File: src/rtl/irrl_pkg.sv
package irrl_pkg;
  localparam int STS_W   = 8;
  localparam int BIT_RDR = 7;
  localparam int BIT_RTR = 6;
  localparam int BIT_PE  = 5;
  localparam int BIT_RFO = 4;
  localparam logic [7:0] END_MARK = 8'h80;
  localparam logic [6:0] RUN_MAX  = 7'h7F;

  // Sample period in microseconds for each select code.
  function automatic int unsigned period_us(input logic [1:0] sel);
    case (sel)
      2'b01:   return 1;
      2'b10:   return 25;
      2'b11:   return 100;
      default: return 50;
    endcase
  endfunction

  // Build one run-length byte from a level and a length.
  function automatic logic [7:0] run_byte(input logic lvl, input logic [6:0] len);
    return {lvl, len};
  endfunction
endpackage

File: src/rtl/irrl_sampler.sv
module irrl_sampler
  import irrl_pkg::*;
#(
  parameter int CLK_PER_US = 2
) (
  input  logic       clk,
  input  logic       rst_n,
  input  logic       rx_en,
  input  logic       invert,
  input  logic [1:0] per_sel,
  input  logic       ir_in,
  output logic       level,
  output logic       tick
);
  localparam int CNT_W = $clog2(CLK_PER_US * 100 + 1);

  logic [1:0]       sync_q;
  logic [CNT_W-1:0] div_q;
  logic [CNT_W-1:0] div_lim;

  always_comb div_lim = CNT_W'(CLK_PER_US * period_us(per_sel) - 1);

  always_ff @(posedge clk or negedge rst_n) begin
    if (!rst_n) begin
      sync_q <= '0;
      div_q  <= '0;
    end else begin
      sync_q <= {sync_q[0], ir_in};
      if (!rx_en || div_q >= div_lim) div_q <= '0;
      else                            div_q <= div_q + 1'b1;
    end
  end

  assign tick  = rx_en && (div_q >= div_lim);
  assign level = sync_q[1] ^ invert;
endmodule

File: src/rtl/irrl_packer.sv
module irrl_packer
  import irrl_pkg::*;
#(
  parameter int LIM_W = 16
) (
  input  logic             clk,
  input  logic             rst_n,
  input  logic             rx_en,
  input  logic             tick,
  input  logic             level,
  input  logic [LIM_W-1:0] limit,
  output logic             push,
  output logic [7:0]       push_byte,
  output logic             end_evt
);
  logic             act_q, act_d;
  logic             lvl_q, lvl_d;
  logic [6:0]       run_q, run_d;
  logic [LIM_W-1:0] idle_q, idle_d;

  always_comb begin
    act_d     = act_q;
    lvl_d     = lvl_q;
    run_d     = run_q;
    idle_d    = idle_q;
    push      = 1'b0;
    push_byte = '0;
    end_evt   = 1'b0;
    if (tick) begin
      if (!act_q) begin
        if (level) begin
          act_d  = 1'b1;
          lvl_d  = 1'b1;
          run_d  = 7'd1;
          idle_d = '0;
        end
      end else if (level != lvl_q) begin
        push      = 1'b1;
        push_byte = run_byte(lvl_q, run_q);
        lvl_d     = level;
        run_d     = 7'd1;
        idle_d    = level ? '0 : LIM_W'(1);
      end else begin
        if (!level) idle_d = idle_q + 1'b1;
        if (!level && limit > LIM_W'(1) && idle_d == limit) begin
          push      = 1'b1;
          push_byte = END_MARK;
          end_evt   = 1'b1;
          act_d     = 1'b0;
          run_d     = '0;
          idle_d    = '0;
        end else if (run_q == RUN_MAX) begin
          push      = 1'b1;
          push_byte = run_byte(lvl_q, RUN_MAX);
          run_d     = 7'd1;
        end else begin
          run_d = run_q + 1'b1;
        end
      end
    end
    if (!rx_en) begin
      act_d  = 1'b0;
      lvl_d  = 1'b0;
      run_d  = '0;
      idle_d = '0;
    end
  end

  always_ff @(posedge clk or negedge rst_n) begin
    if (!rst_n) begin
      act_q  <= 1'b0;
      lvl_q  <= 1'b0;
      run_q  <= '0;
      idle_q <= '0;
    end else begin
      act_q  <= act_d;
      lvl_q  <= lvl_d;
      run_q  <= run_d;
      idle_q <= idle_d;
    end
  end

  // a run byte never carries a zero length
  assert_len_nonzero_R1: assert property (@(posedge clk) disable iff (!rst_n)
    (push && !end_evt) |-> (push_byte[6:0] != 7'd0));

  // the packer is idle after an end marker
  assert_end_idle_R4: assert property (@(posedge clk) disable iff (!rst_n)
    end_evt |=> !act_q);
endmodule

File: src/rtl/irrl_fifo.sv
module irrl_fifo #(
  parameter int DEPTH = 16,
  localparam int AW = (DEPTH > 2) ? $clog2(DEPTH) : 1,
  localparam int CW = $clog2(DEPTH + 1)
) (
  input  logic          clk,
  input  logic          rst_n,
  input  logic          clr,
  input  logic          push,
  input  logic [7:0]    wdata,
  input  logic          pop,
  output logic [7:0]    rdata,
  output logic [CW-1:0] count,
  output logic          ovf,
  output logic          accepted
);
  logic [7:0]    mem [DEPTH];
  logic [AW-1:0] wr_q, rd_q;
  logic [CW-1:0] count_q;
  logic          full, empty, do_pop;

  assign full     = (count_q == CW'(DEPTH));
  assign empty    = (count_q == '0);
  assign accepted = push && !full && !clr;
  assign ovf      = push && full && !clr;
  assign do_pop   = pop && !empty && !clr;

  function automatic logic [AW-1:0] nxt(input logic [AW-1:0] p);
    return (p == AW'(DEPTH - 1)) ? '0 : p + 1'b1;
  endfunction

  always_ff @(posedge clk or negedge rst_n) begin
    if (!rst_n) begin
      wr_q    <= '0;
      rd_q    <= '0;
      count_q <= '0;
    end else if (clr) begin
      wr_q    <= '0;
      rd_q    <= '0;
      count_q <= '0;
    end else begin
      if (accepted) wr_q <= nxt(wr_q);
      if (do_pop)   rd_q <= nxt(rd_q);
      case ({accepted, do_pop})
        2'b10:   count_q <= count_q + 1'b1;
        2'b01:   count_q <= count_q - 1'b1;
        default: count_q <= count_q;
      endcase
    end
  end

  always_ff @(posedge clk) begin
    if (accepted) mem[wr_q] <= wdata;
  end

  assign rdata = mem[rd_q];
  assign count = count_q;

  // a clear leaves the FIFO empty
  assert_clear_empties_R10: assert property (@(posedge clk) disable iff (!rst_n)
    clr |=> (count_q == '0));

  // count never exceeds the depth
  assert_count_bound_R9: assert property (@(posedge clk) disable iff (!rst_n)
    count_q <= CW'(DEPTH));

  // a dropped push does not change the count
  assert_full_drop_R9: assert property (@(posedge clk) disable iff (!rst_n)
    (push && full && !pop && !clr) |=> $stable(count_q));
endmodule

File: src/rtl/irrl_rx_top.sv
module irrl_rx_top
  import irrl_pkg::*;
#(
  parameter int CLK_PER_US = 2,
  parameter int DEPTH      = 16
) (
  input  logic       clk,
  input  logic       rst_n,
  input  logic       ir_in,
  input  logic       dev_en,
  input  logic       rx_en,
  input  logic       rx_invert,
  input  logic [1:0] period_sel,
  input  logic [7:0] limit_hi,
  input  logic [7:0] limit_lo,
  input  logic [7:0] trig_lvl,
  input  logic       fifo_clr,
  input  logic       rd_en,
  output logic [7:0] rd_data,
  output logic [7:0] fifo_cnt,
  input  logic [7:0] status_clr,
  input  logic [7:0] irq_en,
  output logic [7:0] status,
  output logic       irq
);
  localparam int CW = $clog2(DEPTH + 1);

  logic          level, tick, push, end_evt, ovf, accepted;
  logic [7:0]    push_byte;
  logic [CW-1:0] count;
  logic [7:0]    cnt8;
  logic [STS_W-1:0] sts_q, set_vec;

  irrl_sampler #(.CLK_PER_US(CLK_PER_US)) u_sampler (
    .clk(clk), .rst_n(rst_n), .rx_en(rx_en), .invert(rx_invert),
    .per_sel(period_sel), .ir_in(ir_in), .level(level), .tick(tick)
  );

  irrl_packer #(.LIM_W(16)) u_packer (
    .clk(clk), .rst_n(rst_n), .rx_en(rx_en), .tick(tick), .level(level),
    .limit({limit_hi, limit_lo}), .push(push), .push_byte(push_byte),
    .end_evt(end_evt)
  );

  irrl_fifo #(.DEPTH(DEPTH)) u_fifo (
    .clk(clk), .rst_n(rst_n), .clr(fifo_clr), .push(push), .wdata(push_byte),
    .pop(rd_en), .rdata(rd_data), .count(count), .ovf(ovf), .accepted(accepted)
  );

  assign cnt8 = 8'(count);

  always_comb begin
    set_vec          = '0;
    set_vec[BIT_RDR] = accepted || ovf;
    set_vec[BIT_RTR] = (trig_lvl != 8'd0) && (cnt8 >= trig_lvl);
    set_vec[BIT_PE]  = end_evt;
    set_vec[BIT_RFO] = ovf;
  end

  always_ff @(posedge clk or negedge rst_n) begin
    if (!rst_n) sts_q <= '0;
    else        sts_q <= (sts_q & ~status_clr) | set_vec;
  end

  assign status   = sts_q;
  assign irq      = |(sts_q & irq_en);
  assign fifo_cnt = dev_en ? cnt8 : 8'hFF;

  // overrun leaves both overrun and data-ready flags set
  assert_ovf_flags_R9: assert property (@(posedge clk) disable iff (!rst_n)
    ovf |=> (status[BIT_RFO] && status[BIT_RDR]));

  // packet end raises its flag
  assert_pe_on_end_R4: assert property (@(posedge clk) disable iff (!rst_n)
    end_evt |=> status[BIT_PE]);

  // write-one clear takes effect when no set competes
  assert_w1c_pe_R7: assert property (@(posedge clk) disable iff (!rst_n)
    (status_clr[BIT_PE] && !end_evt) |=> !status[BIT_PE]);
endmodule

File: config.mk
export PLATFORM = sky130hd
export DESIGN_NAME = irrl_rx_top
export DESIGN_NICKNAME = d
export VERILOG_FILES = /design/src/rtl/irrl_pkg.sv /design/src/rtl/irrl_sampler.sv /design/src/rtl/irrl_packer.sv /design/src/rtl/irrl_fifo.sv /design/src/rtl/irrl_rx_top.sv
export SDC_FILE = /design/constraint.sdc
export NUM_CORES = 1
export LEC_CHECK = 0
export ABC_CLOCK_PERIOD_IN_PS = 4500
export BUFFER_PORTS_ARGS = -buffer_cell sky130_fd_sc_hd__buf_2
export CORE_UTILIZATION = 60
export DETAILED_ROUTE_END_ITERATION = 6
export PLACE_DENSITY = 0.8
export SETUP_SLACK_MARGIN = 0.1
export SYNTH_ARGS = -nofsm -noshare
export SYNTH_HDL_FRONTEND = slang
export SYNTH_SLANG_ARGS = --single-unit
File: constraint.sdc
create_clock -name clk -period 4.5 [get_ports clk]
set_clock_uncertainty 0.1 [all_clocks]
set_input_delay 0.225 -clock clk [delete_from_list [all_inputs] [get_ports clk]]
set_output_delay 0.225 -clock clk [all_outputs]
set_load 0.005 [all_outputs]
==> run metrics, run 1 <==
outcome finished with violations; failing checks DRC; Port Buffers 74; Sequential cell area 5249 µm²; share of layout cells above drive strength 1 0.2017; DRC 4; Distinct cells, synth 74; Worst R2R Start u_sampler.sync_q[1]$_DFF_PN0_; worst skew pair latency 0.43 ns; first-pass GRT wire length 34090 µm; crit start category flop; final core occ 0.7085; CTS Buf Count 17; Chip Width 124.8 µm; Die H 124.8 µm; Final Total Pwr 0.004160 W; htree depth 4; worst path buffer plus inverter count 1; HP Start fifo_clr; Hold Crit Class primary input to flop; Worst EP required 4.71 ns; Power per Cell Area 401.0 nW/µm²; initial antenna violation count 0; Worst EP arrival 4.26 ns; critical path type flop to flop; Routed wire per std cell 20.67 µm; root buffer cell clkbuf_16; fin crit period 4.053 ns; Detailed Routing Iterations Pass 1 7; CP Capture Type flop; number of global-route vias before repair 6561; predominant post-synthesis flop cell edfxtp_1; most frequent cells after synthesis 128 x edfxtp_1, 60 x nand2_1, 56 x dfrtp_1; Vias/cell 6.423; Max Cap Viol 0; worst r2r dst u_fifo.count[4]$_DFFE_PN0P_; Final nets 895; Synth Register Bits 184; number of placed I/O pins 75; Post-synth EDFFs 128; Syn Std Cell Area 9049 µm²; reg2reg path depth 16; ys async rst share 0.3043; Slew headroom 0.2182; TNS Setup 0 ns; fin crit share 0.9006; critical-path cell list xor2_2, buf_4, nor3_1, nor4_1, o22ai_1, or4_4, o21ai_2, nand2_1, and3_1, ha_1, nor2b_1, o21ai_1, nor2b_1, nor4_1, o211ai_1, nand2_1; Routed WL 21020 µm; Synth-to-Final Area Change 14.66%; Initial Util 0.6179; Area contributors post-synth edfxtp_1 42%, dfrtp_1 15%, mux4_2 4.0%; post-synthesis sequential area ratio 0.5796; synthesized area per cell 12.45 µm²; Slew Limit Fails 0; vias 6532; post-synth top area share 0.4248; Final setup viols 0; Initial DRC Count 620; Clk pin slew, worst setup/hold paths 0.07 ns; yosys warns 0; Synth Net Count 802; RSZ-0062 raised after global routing no; largest net degree at the start of global routing 57; final instance area 10380 µm²; total clock sinks 184; Slew @ Worst Pin 1.173 ns; Multi-input gate area 3556 µm²; endpoints failing hold 0; fmax 0.2468 GHz; most numerous cell in the Yosys netlist edfxtp_1; Area after DPL 9664 µm²; DP HPWL 14150 µm; leading area contributor after synthesis edfxtp_1; total global-route track usage 0.2861; Worst R2R Setup Slack 0.45 ns; CTS Buffer Depth 2; remaining antenna violation count 0; row cnt 44; Gate Count Post-Synth 727; die area 15580 µm²; core outline area 14640 µm²; GRT overflow 0; Worst Hold Depth 2; placer congestion estimate 0.8710; CP max FO 10; Worst path top cell family by delay simple AND/OR/NAND/NOR gates; filler cell count 1009; static leakage 3.864 nW; CP max-delay cell or4_4; crit path launch u_sampler.sync_q[1]$_DFF_PN0_; n_diodes 0; Peak VDD IR 0.2723 mV; CTS tree yes; hold endpoint u_fifo.rd_q[0]$_DFFE_PN0P_; slowest stage delay, CP 0.57 ns
## layer usage
metal / part of all wire / GRT usage / vias up / wire length (µm)
li1: - / - / 2970 / -
met1: 0.38 / 0.3560 / 3217 / 8064
met2: 0.53 / 0.5089 / 306 / 11190
met3: 0.067 / 0.04424 / 39 / 1401
met4: 0.018 / 0.09804 / 0 / 371
met5: 0 / 0 / - / 0
## worst max-delay path by stage
stage	to	slack [ns]	cells past startpoint
global route	u_fifo.count[4]$_DFFE_PN0P_	0.17	16
detailed placement	u_fifo.count[4]$_DFFE_PN0P_	0.42	16
floorplan	u_fifo.count[4]$_DFFE_PN0P_	0.63	16
CTS	u_fifo.count[4]$_DFFE_PN0P_	0.40	16
finish	u_fifo.count[4]$_DFFE_PN0P_	0.45	16
global placement	u_fifo.count[4]$_DFFE_PN0P_	0.57	16
## area by class of cell
cell class	count	area share
clock buffers	17	0.04100
inverters	23	0.008321
well taps	184	0.02219
flip-flops and latches	184	0.5059
clock inverters	15	0.01447
repair buffers	111	0.06536
multi-input cells	483	0.3427
## registers in the layout, indices dropped and copies added (netlist names)
signal,flops
u_packer.act_q,1
u_fifo.mem,128
u_packer.lvl_q,1
u_fifo.count,5
u_packer.run_q,7
status,8
u_sampler.sync_q,2
u_sampler.div_q,8
u_fifo.wr_q,4
u_fifo.rd_q,4
u_packer.idle_q,16
## cell usage in the layout, fill, tap and decap left out, types with 14 or more instances in the layout
cell type,instances
dfrtp_1,53
inv_1,22
a21oi_1,36
nand3_1,20
edfxtp_1,128
ha_1,24
nand2_1,60
mux2i_1,29
a31oi_1,17
a22oi_1,14
o21ai_0,28
clkbuf_16,17
buf_2,74
nor2_1,30
nor3_1,17
mux4_2,16
xnor2_1,16
buf_4,25
and3_1,16
## cells by family after synthesis
group | synth area share
simple gates | 0.1242
flops | 0.5796
compound gates | 0.1189
buf+inv | 0.02876
mux | 0.08062
xor+xnor | 0.03249
fa+ha+maj | 0.03540
## power by group
| group | internal, W | total, W | switching (W) |
|---|---|---|---|
| sequential | 0.00182 | 0.00193 | 0.000110 |
| clock | 0.000820 | 0.00146 | 0.000642 |
| combinational | 0.000394 | 0.000766 | 0.000371 |
| total | 0.00304 | 0.00416 | 0.00112 |
## timing repair
item,in CTS,in global routing
setup endpoints to repair,0,1
gates resized for setup,0,5
setup buffers,0,0
endpoints found under the hold margin,66,0
hold buffers,12,0
## stage by stage
step / worst slack [ns] / hold WS, ns / cells
finish: 0.4475 / 0.07703 / 1017
global route: 0.1721 / 0.07394 / 1017
CTS: 0.3959 / 0.05994 / 1017
detailed placement: 0.4245 / 0.2344 / 973
global placement: 0.5661 / 0.2360 / 973
floorplan: 0.6275 / -0.1706 / 727
Note: power is estimated with default switching activity, not from simulation.
==> run 2: changes to the inputs <==
--- a/config.mk
+++ b/config.mk
@@ -5,7 +5,7 @@
 export SDC_FILE = /design/constraint.sdc
 export NUM_CORES = 1
 export LEC_CHECK = 0
-export ABC_CLOCK_PERIOD_IN_PS = 4500
+export ABC_CLOCK_PERIOD_IN_PS = 3800
 export BUFFER_PORTS_ARGS = -buffer_cell sky130_fd_sc_hd__buf_2
 export CORE_UTILIZATION = 60
 export DETAILED_ROUTE_END_ITERATION = 6
==> constraint.sdc (replaced) <==
create_clock -name clk -period 3.8 [get_ports clk]
set_clock_uncertainty 0.1 [all_clocks]
set_input_delay 0.19 -clock clk [delete_from_list [all_inputs] [get_ports clk]]
set_output_delay 0.19 -clock clk [all_outputs]
set_load 0.005 [all_outputs]
==> run metrics, run 2 (synthesis gave the netlist of run 1 again) <==
outcome finished with violations; failing checks DRC, setup timing; static leakage 4.114 nW (+6.5%); Detailed Routing Iterations Pass 1 7 (unchanged); die area 15580 µm² (unchanged); fin crit share 1.011 (+0.1105); Initial Util 0.6179 (unchanged); CTS Buf Count 17 (unchanged); Die H 124.8 µm (unchanged); placer congestion estimate 0.9186 (+5.5%); Worst EP required 4.00 ns (-0.71 ns); GRT overflow 0 (unchanged); DP HPWL 14510 µm (+2.5%); endpoints failing hold 0 (unchanged); total clock sinks 184 (unchanged); number of placed I/O pins 75 (unchanged); CTS tree yes; Slew Limit Fails 0 (unchanged); filler cell count 953 (-5.6%); RSZ-0062 raised after global routing yes; Peak VDD IR 0.3002 mV (+10%); Final nets 926 (+3.5%); fin cells 1048 (+3.0%); critical path type flop to flop; register name with the most flops u_fifo.mem; Routed WL 22100 µm (+5.1%); Hold Crit Class primary input to flop; Clk pin slew, worst setup/hold paths 0.07 ns (about the same); Synth-to-Final Area Change 19.55%; CTS Buffer Depth 2 (unchanged); reg2reg path depth 16 (unchanged); number of global-route vias before repair 6632 (+1.1%); DRC 4 (unchanged); Final setup viols 1 (+1); share of layout cells above drive strength 1 0.2593 (+0.05758); hold endpoint u_fifo.rd_q[2]$_DFFE_PN0P_; Vias/cell 6.471 (+0.76%); crit start category flop; core outline area 14640 µm² (unchanged); setup ws final -0.04208 ns (-0.4896 ns); htree depth 4 (unchanged); Slew @ Worst Pin 0.9773 ns (-0.1954 ns); Worst R2R Start u_sampler.sync_q[1]$_DFF_PN0_; most common cell after layout, fill and taps aside edfxtp_1; row cnt 44 (unchanged); final instance area 10820 µm² (+4.3%); total global-route track usage 0.2821 (-0.004035); vias 6782 (+3.8%); dpl cells 994 (+2.2%); worst r2r dst u_fifo.count[4]$_DFFE_PN0P_; HP Start fifo_clr; initial antenna violation count 0 (unchanged); top flop regs u_fifo.mem: 128 flops, u_packer.idle_q: 16 flops; root buffer cell clkbuf_16; Power per Cell Area 459.0 nW/µm² (+14%); largest net degree at the start of global routing 34 (-40%); Port Buffers 74 (unchanged); Slew headroom 0.3485 (+0.1303); Worst Hold Depth 2 (unchanged); Max Cap Viol 0 (unchanged); Worst EP arrival 4.05 ns (-0.21 ns); commonest cells after routing, fill and taps aside 128 x edfxtp_1, 74 x buf_2, 59 x nand2_1; CP Capture Type flop; remaining antenna violation count 0 (unchanged); first-pass GRT wire length 33630 µm (-1.3%); flip-flop count of the largest register after layout 128 (unchanged); fin crit period 3.842 ns (-0.2104 ns); Area after DPL 9859 µm² (+2.0%); worst skew pair latency 0.43 ns (about the same); Initial DRC Count 773 (+25%); Chip Width 124.8 µm (unchanged); Sequential cell area 5251 µm² (about the same); fmax 0.2603 GHz (+5.5%); Multi-input gate area 3752 µm² (+5.5%); Worst R2R Setup Slack -0.04 ns (-0.49 ns); Routed wire per std cell 21.09 µm (+2.0%); CP max FO 5 (-5); n_diodes 0 (unchanged)
-- run 2: where the power goes --
group | total [W] | internal (W) | switching, W
clock | 0.00175 | 0.000987 | 0.000767
combinational | 0.000934 | 0.000464 | 0.000470
sequential | 0.00228 | 0.00216 | 0.000119
-- run 2: how the worst max path moves through the flow --
stage,slack (ns),cells past startpoint,start,endpoint
floorplan,0.09,8,u_sampler.sync_q[1]$_DFF_PN0_,u_fifo.mem[0][0]$_DFFE_PP_
global placement,0.07,15,u_sampler.sync_q[1]$_DFF_PN0_,u_fifo.count[4]$_DFFE_PN0P_
detailed placement,-0.12,15,u_sampler.sync_q[1]$_DFF_PN0_,u_fifo.count[4]$_DFFE_PN0P_
CTS,0.08,15,u_sampler.sync_q[1]$_DFF_PN0_,u_fifo.count[4]$_DFFE_PN0P_
global route,-0.12,16,u_sampler.sync_q[1]$_DFF_PN0_,u_fifo.count[4]$_DFFE_PN0P_
finish,-0.04,16,u_sampler.sync_q[1]$_DFF_PN0_,u_fifo.count[4]$_DFFE_PN0P_
-- run 2: worst max-delay path, stage by stage, from the launching register on --
cell and delay (ns):
dfrtp_2 0.49, xor2_4 0.27, buf_4 0.19, nor3_1 0.07, nor4_2 0.33, o22ai_2 0.14
or4_4 0.58, o21ai_4 0.16, nand2_2 0.09, and3_4 0.21, ha_4 0.23, nor2b_1 0.13
o21ai_1 0.19, nor2b_4 0.19, nor4_1 0.05, o211ai_1 0.21, nand2_1 0.09
-- run 2: cell type report --
type / instances / share of cell area
clock buffer: 24 / 0.04858
clock inverter: 8 / 0.006014
multi-input combinational: 485 / 0.3469
tap: 184 / 0.02128
timing repair buffer: 140 / 0.08385
sequential: 184 / 0.4854
inverter: 23 / 0.007981
-- run 2: routing by layer --
metal  GRT usage  share of wire  up-vias
li1            -              -     3030
met1      0.3408           0.39     3364
met2      0.4944           0.52      309
met3     0.04854          0.052       79
met4      0.1293          0.041        0
met5           0              0        -
-- run 2: repair_timing --
item | 4_1_cts | 5_1_grt
endpoints found under the setup margin | 26 | 170
cloned | 0 | 2
buffers inserted | 4 | 4
endpoints found under the hold margin | 41 | 0
pin swaps | 6 | 8
hold buffers | 12 | 0
gates resized for setup | 9 | 26
-- run 2: through the flow --
| stage | setup TNS (ns) | worst slack (ns) | power [W] | utilization | hold WS [ns] |
|---|---|---|---|---|---|
| 2_1_floorplan | 0 | 0.09423 | 0.002897 | - | -0.2056 |
| 3_3_place_gp | 0 | 0.06752 | 0.003151 | 0.6733 | 0.1478 |
| 3_5_place_dp | -0.1196 | -0.1196 | 0.003193 | 0.6733 | 0.1549 |
| 4_1_cts | 0 | 0.07651 | 0.004950 | 0.7275 | 0.01019 |
| 5_1_grt | -0.1179 | -0.1179 | 0.005152 | 0.7387 | 0.03584 |
| 6_report | -0.04208 | -0.04208 | 0.004966 | 0.7387 | 0.05051 |
==> run 3: changes to the inputs <==
==> constraint.sdc (replaced) <==
create_clock -name clk -period 3.8 [get_ports clk]
set_clock_uncertainty 0.1 [all_clocks]
set_input_delay 0.19 -clock clk [delete_from_list [all_inputs] [get_ports clk]]
set_output_delay 0.19 -clock clk [all_outputs]
set_load 0.05 [all_outputs]
==> run metrics, run 3 (synthesis gave the netlist of run 1 again) <==
DP HPWL 14690 µm (+1.2%); root buffer cell clkbuf_16; dpl cells 996 (+0.20%); failing checks DRC; first-pass GRT wire length 34650 µm (+3.0%); worst skew pair latency 0.44 ns (about the same); Worst EP required 4.01 ns (about the same); DRC 4 (unchanged); Peak VDD IR 0.2963 mV (-1.3%); pre-CTS setup slack -0.1205 ns (-0.0009100 ns); fin cells 1049 (+0.095%); Chip Width 124.8 µm (unchanged); number of global-route vias before repair 6698 (+1.0%); vias 6622 (-2.4%); share of layout cells above drive strength 1 0.2601 (+0.0008563); row cnt 44 (unchanged); Slew Limit Fails 0 (unchanged); Worst EP arrival 3.93 ns (-0.12 ns); Final nets 927 (+0.11%); outcome finished with violations; core outline area 14640 µm² (unchanged); number of placed I/O pins 75 (unchanged); endpoints failing hold 0 (unchanged); CP max FO 4 (-1); Routed wire per std cell 20.93 µm (-0.77%); GRT overflow 0 (unchanged); final core occ 0.7345 (-0.004272); initial antenna violation count 1 (+1); Synth-to-Final Area Change 18.86%; htree depth 4 (unchanged); Slew @ Worst Pin 0.7358 ns (-0.2415 ns); Worst Hold Depth 2 (unchanged); static leakage 4.097 nW (-0.42%); fmax 0.2687 GHz (+3.2%); CTS Buf Count 17 (unchanged); filler cell count 940 (-1.4%); setup ws final 0.07772 ns (+0.1198 ns); most common cell after layout, fill and taps aside edfxtp_1; Final setup viols 0 (-1); Clk pin slew, worst setup/hold paths 0.07 ns (about the same); Hold Crit Class primary input to flop; placer congestion estimate 0.9058 (-1.4%); Slew headroom 0.5065 (+0.1580); RSZ-0062 raised after global routing yes; total global-route track usage 0.2923 (+0.01016); Port Buffers 74 (unchanged); fin crit share 0.9795 (-0.03153); Max Cap Viol 0 (unchanged); critical path type flop to flop; reg2reg path depth 15 (-1); register name with the most flops u_fifo.mem; remaining antenna violation count 0 (unchanged); commonest cells after routing, fill and taps aside 128 x edfxtp_1, 74 x buf_2, 59 x nand2_1; Initial Util 0.6179 (unchanged); total clock sinks 184 (unchanged); Worst R2R Setup Slack 0.08 ns (+0.12 ns); HP Start fifo_clr; TNS Setup 0 ns (+0.04208 ns); n_diodes 0 (unchanged); fin crit period 3.722 ns (-0.1198 ns); top flop regs u_fifo.mem: 128 flops, u_packer.idle_q: 16 flops; Die H 124.8 µm (unchanged); Detailed Routing Iterations Pass 1 7 (unchanged); Power per Cell Area 479.2 nW/µm² (+4.4%); worst r2r dst u_fifo.count[4]$_DFFE_PN0P_; Initial DRC Count 535 (-31%); CP Capture Type flop; CTS Buffer Depth 2 (unchanged); largest net degree at the start of global routing 32 (-5.9%); Routed WL 21950 µm (-0.68%); Worst R2R Start u_packer.idle_q[1]$_DFFE_PN0P_; die area 15580 µm² (unchanged); CTS tree yes; flip-flop count of the largest register after layout 128 (unchanged); hold endpoint u_fifo.rd_q[0]$_DFFE_PN0P_; Vias/cell 6.313 (-2.5%); crit start category flop
## run 3: worst max-delay path, stage by stage (launching register included)
cell	delay, ns
dfrtp_1	0.42
nand4_1	0.21
or4_4	0.56
a21oi_2	0.15
o22ai_2	0.10
or4_4	0.57
o21ai_4	0.18
nand2_2	0.08
and3_4	0.22
ha_4	0.24
nor2b_4	0.12
o21ai_2	0.15
nor2b_4	0.17
nor4_2	0.04
o211ai_1	0.19
nand2_1	0.08
## run 3: how the worst max path moves through the flow
stage                                   start                           to  slack, ns  cells after the start
2_1_floorplan   u_sampler.sync_q[1]$_DFF_PN0_   u_fifo.mem[0][0]$_DFFE_PP_       0.09                      8
3_3_place_gp    u_sampler.sync_q[1]$_DFF_PN0_  u_fifo.count[4]$_DFFE_PN0P_       0.05                     15
3_5_place_dp    u_sampler.sync_q[1]$_DFF_PN0_  u_fifo.count[4]$_DFFE_PN0P_      -0.12                     15
4_1_cts         u_sampler.sync_q[1]$_DFF_PN0_  u_fifo.count[4]$_DFFE_PN0P_       0.07                     15
5_1_grt        u_packer.idle_q[1]$_DFFE_PN0P_  u_fifo.count[4]$_DFFE_PN0P_      -0.09                     15
6_report       u_packer.idle_q[1]$_DFFE_PN0P_  u_fifo.count[4]$_DFFE_PN0P_       0.08                     15
## run 3: where the power goes
part / switching [W] / leakage [nW] / internal, W
registers: 0.0000923 / 1.87 / 0.00216
logic: 0.000733 / 1.94 / 0.000488
clock network: 0.000787 / 0.283 / 0.000894
total: 0.00161 / 4.10 / 0.00354
## run 3: per-stage QoR
stage / hold WS (ns) / total power (W) / instance area, µm²
2_1_floorplan: -0.2056 / 0.003121 / 9086
3_3_place_gp: 0.1267 / 0.003389 / 9887
3_5_place_dp: 0.1293 / 0.003426 / 9887
4_1_cts: 0.005247 / 0.005121 / 10640
5_1_grt: 0.03350 / 0.005335 / 10760
6_report: 0.03737 / 0.005154 / 10760
## run 3: metal layers
| metal | global-route usage | up-vias | share of wire |
|---|---|---|---|
| met2 | 0.5076 | 257 | 0.52 |
| met5 | 0 | - | 0 |
| met4 | 0.1365 | 0 | 0.030 |
| met1 | 0.3527 | 3274 | 0.39 |
| met3 | 0.05541 | 54 | 0.059 |
| li1 | - | 3037 | - |
## run 3: area by class of cell
class / count / area [µm²] / share of cell area
Tap cell: 184 / 230.2 / 0.02141
Timing Repair Buffer: 143 / 934.6 / 0.08690
Sequential cell: 184 / 5253 / 0.4884
Clock buffer: 19 / 454.2 / 0.04223
Multi-Input combinational cell: 483 / 3690 / 0.3431
Clock inverter: 13 / 107.6 / 0.01000
Inverter: 23 / 86.33 / 0.008027
## run 3: what timing repair did
item | CTS | global route
cloned | 0 | 0
hold buffers | 12 | 0
pin swaps | 2 | 15
setup endpoints to repair | 34 | 138
endpoints found under the hold margin | 39 | 0
resized for setup | 6 | 20
setup buffers | 3 | 6
